`src/rtl/sm_mult_pkg.sv`:
```
package sm_mult_pkg;

    typedef enum logic [1:0] {
        ST_IDLE = 2'd0,
        ST_STEP = 2'd1,
        ST_SIGN = 2'd2,
        ST_DONE = 2'd3
    } sm_state_e;

endpackage

```
`src/rtl/sm_mult_ctrl.sv`:
```
module sm_mult_ctrl
    import sm_mult_pkg::*;
#(
    parameter int STEPS = 39
) (
    input  logic clk,
    input  logic rst_n,
    input  logic start,
    output logic load,
    output logic step,
    output logic fin,
    output logic busy,
    output logic done
);

    localparam int CNT_W = (STEPS > 1) ? $clog2(STEPS) : 1;
    localparam logic [CNT_W-1:0] LAST = CNT_W'(STEPS - 1);

    sm_state_e        state_q;
    sm_state_e        state_d;
    logic [CNT_W-1:0] cnt_q;
    logic             accept;

    assign accept = start && ((state_q == ST_IDLE) || (state_q == ST_DONE));

    // State register and step counter
    always_ff @(posedge clk or negedge rst_n) begin
        if (!rst_n) begin
            state_q <= ST_IDLE;
            cnt_q   <= '0;
        end else begin
            state_q <= state_d;
            if (accept) begin
                cnt_q <= '0;
            end else if (state_q == ST_STEP) begin
                cnt_q <= cnt_q + 1'b1;
            end
        end
    end

    // Next-state logic
    always_comb begin
        state_d = state_q;
        unique case (state_q)
            ST_IDLE: if (start) state_d = ST_STEP;
            ST_STEP: if (cnt_q == LAST) state_d = ST_SIGN;
            ST_SIGN: state_d = ST_DONE;
            ST_DONE: state_d = start ? ST_STEP : ST_IDLE;
            default: state_d = ST_IDLE;
        endcase
    end

    // Outputs decoded from state
    always_comb begin
        load = accept;
        step = 1'b0;
        fin  = 1'b0;
        busy = 1'b0;
        done = 1'b0;
        unique case (state_q)
            ST_IDLE: ;
            ST_STEP: begin step = 1'b1; busy = 1'b1; end
            ST_SIGN: begin fin  = 1'b1; busy = 1'b1; end
            ST_DONE: done = 1'b1;
            default: ;
        endcase
    end

endmodule

```
`src/rtl/sm_mult_sign.sv`:
```
module sm_mult_sign #(
    parameter int MAG_W = 39
) (
    input  logic             raw_sign,
    input  logic [MAG_W-1:0] hi_mag,
    input  logic [MAG_W-1:0] lo_mag,
    output logic             res_sign
);

    logic nonzero;

    // A zero product is always positive.
    assign nonzero  = (|hi_mag) || (|lo_mag);
    assign res_sign = raw_sign && nonzero;

endmodule

```
`src/rtl/sm_mult_dp.sv`:
```
module sm_mult_dp #(
    parameter int WORD_W = 40
) (
    input  logic              clk,
    input  logic              rst_n,
    input  logic              load,
    input  logic              step,
    input  logic              fin,
    input  logic [WORD_W-1:0] mcand_i,
    input  logic [WORD_W-1:0] mplier_i,
    input  logic              res_sign,
    output logic [WORD_W-2:0] hi_mag,
    output logic [WORD_W-2:0] lo_mag,
    output logic              raw_sign,
    output logic [WORD_W-1:0] ac_o,
    output logic [WORD_W-1:0] mq_o
);

    localparam int MAG_W = WORD_W - 1;

    logic [MAG_W-1:0] acc_q;
    logic [MAG_W-1:0] mq_q;
    logic [MAG_W-1:0] mcand_q;
    logic             psign_q;
    logic             osign_q;
    logic [MAG_W:0]   addend;
    logic [MAG_W:0]   sum;

    // Add the multiplicand only when the current multiplier bit is 1.
    assign addend = mq_q[0] ? {1'b0, mcand_q} : '0;
    assign sum    = {1'b0, acc_q} + addend;

    always_ff @(posedge clk or negedge rst_n) begin
        if (!rst_n) begin
            acc_q   <= '0;
            mq_q    <= '0;
            mcand_q <= '0;
            psign_q <= 1'b0;
            osign_q <= 1'b0;
        end else if (load) begin
            acc_q   <= '0;
            mq_q    <= mplier_i[MAG_W-1:0];
            mcand_q <= mcand_i[MAG_W-1:0];
            psign_q <= mcand_i[WORD_W-1] ^ mplier_i[WORD_W-1];
            osign_q <= 1'b0;
        end else if (step) begin
            // Shift {carry, AC, MQ} right by one place.
            acc_q <= sum[MAG_W:1];
            mq_q  <= {sum[0], mq_q[MAG_W-1:1]};
        end else if (fin) begin
            osign_q <= res_sign;
        end
    end

    assign hi_mag   = acc_q;
    assign lo_mag   = mq_q;
    assign raw_sign = psign_q;
    assign ac_o     = {osign_q, acc_q};
    assign mq_o     = {osign_q, mq_q};

endmodule

```
`src/rtl/sm_mult.sv`:
```
module sm_mult #(
    parameter int WORD_W = 40
) (
    input  logic              clk,
    input  logic              rst_n,
    input  logic              start,
    input  logic [WORD_W-1:0] mcand_i,
    input  logic [WORD_W-1:0] mplier_i,
    output logic              busy,
    output logic              done,
    output logic [WORD_W-1:0] ac_o,
    output logic [WORD_W-1:0] mq_o
);

    localparam int MAG_W = WORD_W - 1;
    localparam int STEPS = MAG_W;

    logic             load;
    logic             step;
    logic             fin;
    logic             raw_sign;
    logic             res_sign;
    logic [MAG_W-1:0] hi_mag;
    logic [MAG_W-1:0] lo_mag;

    sm_mult_ctrl #(.STEPS(STEPS)) u_ctrl (
        .clk   (clk),
        .rst_n (rst_n),
        .start (start),
        .load  (load),
        .step  (step),
        .fin   (fin),
        .busy  (busy),
        .done  (done)
    );

    sm_mult_dp #(.WORD_W(WORD_W)) u_dp (
        .clk      (clk),
        .rst_n    (rst_n),
        .load     (load),
        .step     (step),
        .fin      (fin),
        .mcand_i  (mcand_i),
        .mplier_i (mplier_i),
        .res_sign (res_sign),
        .hi_mag   (hi_mag),
        .lo_mag   (lo_mag),
        .raw_sign (raw_sign),
        .ac_o     (ac_o),
        .mq_o     (mq_o)
    );

    sm_mult_sign #(.MAG_W(MAG_W)) u_sign (
        .raw_sign (raw_sign),
        .hi_mag   (hi_mag),
        .lo_mag   (lo_mag),
        .res_sign (res_sign)
    );

endmodule

```
`config.mk`:
```
export PLATFORM = sky130hd
export DESIGN_NAME = sm_mult
export DESIGN_NICKNAME = d
export VERILOG_FILES = /design/src/rtl/sm_mult_pkg.sv /design/src/rtl/sm_mult_ctrl.sv /design/src/rtl/sm_mult_sign.sv /design/src/rtl/sm_mult_dp.sv /design/src/rtl/sm_mult.sv
export SDC_FILE = /design/constraint.sdc
export NUM_CORES = 1
export LEC_CHECK = 0
export ABC_AREA = 1
export BUFFER_PORTS_ARGS = -buffer_cell sky130_fd_sc_hd__buf_2
export CAP_MARGIN = 20
export CORE_UTILIZATION = 45
export CTS_CLUSTER_DIAMETER = 80
export DETAILED_ROUTE_END_ITERATION = 10
export PLACE_DENSITY = 0.69
export SETUP_SLACK_MARGIN = 0.05
export SLEW_MARGIN = 10
export SYNTH_ARGS = -nofsm -noshare
export SYNTH_HDL_FRONTEND = slang
export SYNTH_SLANG_ARGS = --single-unit
```
`constraint.sdc`:
```
create_clock -name clk -period 5.1 [get_ports clk]
set_input_delay 0 -clock clk [delete_from_list [all_inputs] [get_ports clk]]
set_output_delay 0 -clock clk [all_outputs]
set_load 0.05 [all_outputs]
```
==> flow_summary.json, run 1 <==
{
  "ys_warn_count": 0,
  "fp-row-count": 50,
  "seq_area_frac_synth_pct": 36.9,
  "grtUsageTotal_pct": 28.4,
  "wl_met3_mm": 1.44,
  "synth-seq-cells": 127,
  "cts_max_path_buffers": 2,
  "setup_viol": 0,
  "viasPerCell": 5.07,
  "first_iter_violations": 550,
  "wl_met2_mm": 12.6,
  "maxCapViolations": 0,
  "drt-met1-wl_mm": 12.1,
  "hold_class": "input pin to asynchronous set/reset pin",
  "crit_path_top_delay_cell": "nor2_4",
  "place_inst": 1651,
  "irDropWorstVdd_v": 0.000561,
  "cts-htree-levels": 4,
  "worstSetupEndpointType": "flop",
  "tightestPinTransition_ns": 0.830,
  "netlist_area_um2": 8610,
  "grt_pass1_wl_mm": 44.0,
  "ant_nets": 0,
  "grt_pass1_vias": 8839,
  "synth_cells": 1280,
  "start_util_pct": 46.0,
  "coreArea_um2": 18700,
  "cts_setup_buffers": 0,
  "fp.dieArea_um2": 19700,
  "report.final.slew_viol_count": 0,
  "gr-total-overflow": 0,
  "path_cells": "inv_1, ha_1, nor2_4, buf_4, inv_2, nand2_1, nor2_1, nand2_1, nand2_1",
  "start_kind": "flop",
  "crit_path_max_incr_delay_ns": 0.52,
  "tns_ns": 0,
  "path_max_fanout": 45,
  "worstSkewPairLatency_ns": 0.43,
  "crit_required_ns": 5.42,
  "root_buffer": "clkbuf_16",
  "routed_wirelength_mm": 26.5,
  "clk_pin_slew_ns": 0.06,
  "num-nets-final": 1648,
  "fin_crit_ns": 2.71,
  "fp.dieH_um": 140,
  "outcome": "complete, no violations",
  "cts_tree": "built",
  "place_congestion": 0.928,
  "firstDrtPassIters": 5,
  "max_freq_mhz": 369,
  "dpl_worst_slack_ns": 2.39,
  "drt-wirelength-per-cell_um": 15.0,
  "arrival_ns": 3.02,
  "antenna_cells": 0,
  "cts_sinks": 127,
  "instances_no_fill": 1765,
  "crit_top_cell": "nand2_1",
  "io_buffers": 164,
  "top_level_ports": 165,
  "leakagePower_nw": 6.35,
  "routed.top_layer": "met4",
  "syn_to_final_growth_pct": 28.2,
  "numCtsBuffers": 17,
  "finalHoldViolCount": 0,
  "syn_avg_cell_area_um2": 6.73,
  "critPathKind": "flop to flop",
  "grt_start_max_net_pins": 79,
  "finalWorstSetupSlack_ns": 2.39,
  "whs_ns": 0.181,
  "power_density_nw_per_um2": 599,
  "period_share_pct": 53.1,
  "drive_above_1_share_pct": 16.5,
  "synthesis.nets": 1410,
  "vias": 8943,
  "drcViolationCount": 0,
  "die_width_um": 140,
  "rsz0062_at_grt": "false",
  "antenna_found_initial": 0,
  "synth_cell_types": 35,
  "final.setup_skew_ns": 0.00934,
  "relSlewSlack_pct": 44.7,
  "fillers": 1764,
  "hpwl_mm": 19.1
}
## cell type report
class                           instances  area (µm²)  area share, %
Timing Repair Buffer                  253        1700           15.4
Tap cell                              234         293           2.65
Multi-Input combinational cell        913        4500           40.8
Clock inverter                         14         145           1.32
Clock buffer                           18         439           3.98
Sequential cell                       127        3180           28.8
Inverter                              206         773           7.01
## cell usage after synthesis
master | instances | area [µm²]
a21boi_0 | 2 | 15.0
a21oi_1 | 42 | 210
a21oi_2 | 2 | 17.5
and2_1 | 3 | 18.8
and2_4 | 1 | 8.76
buf_1 | 1 | 3.75
buf_2 | 23 | 115
buf_4 | 2 | 15.0
clkbuf_1 | 8 | 30.0
clkinv_1 | 1 | 3.75
dfrtp_1 | 127 | 3180
fa_1 | 1 | 20.0
ha_1 | 46 | 576
inv_1 | 198 | 743
inv_2 | 7 | 26.3
nand2_1 | 509 | 1910
nand2_2 | 19 | 119
nand3_1 | 50 | 250
nand3_2 | 6 | 60.1
nand3b_1 | 5 | 37.5
nand4_1 | 7 | 43.8
nor2_1 | 87 | 327
nor2_2 | 10 | 62.6
nor2_4 | 3 | 33.8
nor3_1 | 12 | 60.1
nor4_1 | 16 | 100
o211ai_1 | 9 | 67.6
o21ai_0 | 39 | 195
o21bai_1 | 1 | 7.51
o221ai_1 | 30 | 263
o22ai_1 | 8 | 50.1
o31ai_1 | 1 | 7.51
or2_1 | 1 | 6.26
xnor2_1 | 2 | 17.5
xor2_1 | 1 | 8.76
## report_power, final
| part | total, mW | switching [mW] | internal (mW) |
|---|---|---|---|
| registers | 1.80 | 0.361 | 1.44 |
| logic | 3.58 | 2.60 | 0.981 |
| clock network | 1.22 | 0.521 | 0.700 |
| total | 6.60 | 3.48 | 3.12 |
## final timing paths
check | from | to | slack (ns) | cells after the start
min in group clk | mcand_i[7] | u_dp.mcand_q[7]$_DFFE_PN0P_ | 0.31 | 4
worst min-delay path | rst_n | u_dp.mcand_q[37]$_DFFE_PN0P_ | 0.18 | 2
max in group asynchronous | rst_n | u_dp.hi_mag[12]$_DFFE_PN0P_ | 3.75 | 3
worst max register to register | u_ctrl.state_q[1]$_DFFE_PN0P_ | u_dp.osign_q$_DFFE_PN0P_ | 2.39 | 9
worst min register to register | u_dp.mcand_q[11]$_DFFE_PN0P_ | u_dp.mcand_q[11]$_DFFE_PN0P_ | 0.47 | 2
worst max-delay path | u_ctrl.state_q[1]$_DFFE_PN0P_ | u_dp.osign_q$_DFFE_PN0P_ | 2.39 | 9
## stage by stage
stage | power (mW) | cell area [µm²] | util, %
global route | 7.06 | 11000 | 59.0
floorplan | 4.37 | 8610 | -
CTS | 6.60 | 11000 | 59.0
finish | 6.60 | 11000 | 59.0
detailed placement | 5.31 | 9630 | 51.5
global placement | 5.25 | 9630 | 51.5
## flip-flops by register name, summed over array words and instances, names as in the netlist
signal / cells
u_dp.hi_mag: 39
u_dp.lo_mag: 39
u_dp.mcand_q: 39
u_ctrl.cnt_q: 6
u_ctrl.state_q: 2
u_dp.osign_q: 1
u_dp.raw_sign: 1
## critical path, delay by kind of cell (launching register included)
family / cells / cell delay, ns
simple gates: 5 / 0.86
flops: 1 / 0.40
buf+inv: 3 / 0.97
fa+ha+maj: 1 / 0.35
## placed cells by master, fill, tap and decap left out, types with 2 or more instances in the layout
| cell | n |
|---|---|
| a21boi_0 | 2 |
| a21oi_1 | 42 |
| a21oi_2 | 2 |
| and2_1 | 3 |
| buf_2 | 163 |
| buf_4 | 7 |
| clkbuf_16 | 17 |
| clkinv_4 | 5 |
| dfrtp_1 | 127 |
| dlygate4sd3_1 | 82 |
| ha_1 | 46 |
| inv_1 | 198 |
| inv_2 | 7 |
| inv_6 | 5 |
| inv_8 | 2 |
| nand2_1 | 509 |
| nand2_2 | 19 |
| nand3_1 | 50 |
| nand3_2 | 6 |
| nand3b_1 | 5 |
| nand4_1 | 7 |
| nor2_1 | 85 |
| nor2_2 | 11 |
| nor2_4 | 4 |
| nor3_1 | 12 |
| nor4_1 | 16 |
| o211ai_1 | 9 |
| o21ai_0 | 39 |
| o221ai_1 | 30 |
| o22ai_1 | 8 |
| xnor2_1 | 2 |
## metal layers
| metal | vias to the layer above | global-route usage (%) |
|---|---|---|
| met5 | - | 0 |
| met4 | 0 | 7.98 |
| met3 | 35 | 5.50 |
| met2 | 243 | 47.8 |
| met1 | 4158 | 37.0 |
| li1 | 4507 | - |
## logic make-up after synthesis
family	count (synthesis)	share of synthesized area (%)
AOI/OAI and AO/OA	134	9.68
DFF	127	36.9
adders and majority gates	47	6.92
and+or+nand+nor	729	35.3
buffers and inverters	240	10.9
xor gates and xnor gates	3	0.305
## repair_timing
action,in CTS,in global routing
hold buffers,82,0
resized for setup,0,0
hold endpoints to repair,157,0
No activity file was read; power rests on OpenSTA's default activity.
==> run 2: changes to the inputs <==
clock period = 2.7 ns   (was 5.1 ns; I/O delays follow)
==> flow_summary.json, run 2 (synthesis gave the netlist of run 1 again) <==
{
  "max_freq_mhz": 404,
  "fp.dieH_um": 140,
  "power_frac_clock_pct": 17.5,
  "path_delay_family": "simple AND/OR/NAND/NOR gates",
  "fp-row-count": 50,
  "hpwl_mm": 19.6,
  "power_frac_seq_pct": 27.4,
  "crit_path_top_delay_cell": "dfrtp_1",
  "grt_start_max_net_pins": 66,
  "fin_crit_ns": 2.48,
  "hold_class": "input pin to asynchronous set/reset pin",
  "period_share_pct": 91.8,
  "grt_pass1_vias": 8754,
  "firstDrtPassIters": 5,
  "ant_nets": 0,
  "final.setup_skew_ns": 0.0201,
  "tns_ns": 0,
  "io_buffers": 164,
  "arrival_ns": 2.78,
  "setup_viol": 0,
  "grtUsageTotal_pct": 28.0,
  "maxCapViolations": 0,
  "relSlewSlack_pct": 47.4,
  "drcViolationCount": 0,
  "combinationalPowerShare_pct": 55.1,
  "clk_pin_slew_ns": 0.06,
  "root_buffer": "clkbuf_16",
  "p_sw_mw": 6.58,
  "layout_common_cells": "509 x nand2_1, 198 x inv_1, 163 x buf_2, 127 x dfrtp_1, 85 x nor2_1",
  "worstSkewPairLatency_ns": 0.43,
  "place_congestion": 0.927,
  "critPathKind": "flop to flop",
  "crit_path_max_incr_delay_ns": 0.43,
  "cts_max_path_buffers": 2,
  "drive_above_1_share_pct": 16.8,
  "num-nets-final": 1652,
  "start_util_pct": 46.0,
  "syn_to_final_growth_pct": 28.4,
  "worstSetupEndpointType": "flop",
  "vias": 8955,
  "place_inst": 1655,
  "switching_share_pct": 53.1,
  "antenna_cells": 0,
  "finalHoldViolCount": 0,
  "cts_sinks": 127,
  "cts_tree": "built",
  "path_max_fanout": 38,
  "fin_util_pct": 59.1,
  "intPower_mw": 5.82,
  "top_level_ports": 165,
  "coreArea_um2": 18700,
  "routed_wirelength_mm": 26.4,
  "gr-total-overflow": 0,
  "fp.dieArea_um2": 19700,
  "path_cells": "buf_12, nand2_1, inv_1, ha_1, nand2_2, nor2_4, nand3_1, nand3_2, nand2_1, nand2_2, nand2_1, nand2_1, nand2_1, nand3_1, nand2_1",
  "rsz0062_at_grt": "true",
  "cts_setup_buffers": 0,
  "cts-htree-levels": 4,
  "mostFrequentLayoutCell": "nand2_1",
  "outcome": "complete, no violations",
  "critical_path_buf_inv_count": 2,
  "leakagePower_nw": 6.35,
  "drt-wirelength-per-cell_um": 14.9,
  "irDropWorstVdd_v": 0.00105,
  "report.final.slew_viol_count": 0,
  "power_density_nw_per_um2": 1120,
  "crit_top_cell": "nand2_1",
  "numCtsBuffers": 17,
  "start_kind": "flop",
  "grt_pass1_wl_mm": 43.6,
  "tightestPinTransition_ns": 0.788,
  "first_iter_violations": 560,
  "viasPerCell": 5.06,
  "crit_required_ns": 3.01,
  "antenna_found_initial": 0,
  "die_width_um": 140,
  "instances_no_fill": 1769
}
[run 2: changes by cell type in the layout (fill, tap and decap cells not counted), sizes merged]
cell / delta
bufinv: -1
clkinvlp: +4
clkinv: -3
clkbuf: -1
buf: +4
inv: +1
[run 2: final timing paths]
kind,startpoint,endpoint,slack (ns),depth (start not counted)
min in group clk,mcand_i[3],u_dp.mcand_q[3]$_DFFE_PN0P_,0.30,4
setup / recovery,u_dp.lo_mag[0]$_DFFE_PN0P_,u_dp.hi_mag[33]$_DFFE_PN0P_,0.22,15
setup reg to reg,u_dp.lo_mag[0]$_DFFE_PN0P_,u_dp.hi_mag[33]$_DFFE_PN0P_,0.22,15
hold / removal,rst_n,u_dp.mcand_q[33]$_DFFE_PN0P_,0.13,2
max in group asynchronous,rst_n,u_dp.lo_mag[38]$_DFFE_PN0P_,1.80,3
hold reg to reg,u_dp.mcand_q[10]$_DFFE_PN0P_,u_dp.mcand_q[10]$_DFFE_PN0P_,0.47,2
[run 2: layout make-up]
type                       instances  area (µm²)
clock buffer                      17         425
clock inverter                    15         124
fill                            1762        7650
inverter                         206         773
multi-input combinational        913        4510
sequential                       127        3180
tap                              234         293
timing repair buffer             257        1760
[run 2: repair_timing]
item	CTS	global route
hold buffers	82	0
setup endpoints to repair	0	4
resized for setup	0	1
endpoints found under the hold margin	143	0
[run 2: metal layers]
metal | wire, µm | track usage, % | vias to the layer above
li1 | - | - | 4516
met1 | 12000 | 36.8 | 4128
met2 | 12300 | 46.5 | 266
met3 | 1420 | 5.06 | 45
met4 | 678 | 9.49 | 0
met5 | 0 | 0 | -
[run 2: power groups by stage]
stage | logic (mW) | clock network [mW] | registers (mW)
CTS | 6.80 | 2.20 | 3.40
global route | 7.47 | 2.28 | 3.51
detailed placement | 6.69 | 0 | 3.41
floorplan | 3.46 | 0 | 4.79
global placement | 6.62 | 0 | 3.41
finish | 6.83 | 2.17 | 3.40
[run 2: stage by stage]
stage          hold WS [ns]  power, mW  area [µm²]  setup WS [ns]
2_1_floorplan        -0.296       8.25        8610         0.0897
3_3_place_gp         0.0293       10.0        9680          0.264
3_5_place_dp         0.0373       10.1        9680          0.286
4_1_cts               0.157       12.4       11100          0.277
5_1_grt               0.185       13.3       11100         0.0347
6_report              0.134       12.4       11100          0.223
[run 2: worst reg2reg max path, cell delays in order, from the launching register on]
cell and delay, ns:
dfrtp_1 0.43, buf_12 0.20, nand2_1 0.07, inv_1 0.04, ha_1 0.37, nand2_2 0.13, nor2_4 0.20, nand3_1 0.15
nand3_2 0.14, nand2_1 0.10, nand2_2 0.13, nand2_1 0.14, nand2_1 0.09, nand2_1 0.05, nand3_1 0.06, nand2_1 0.06
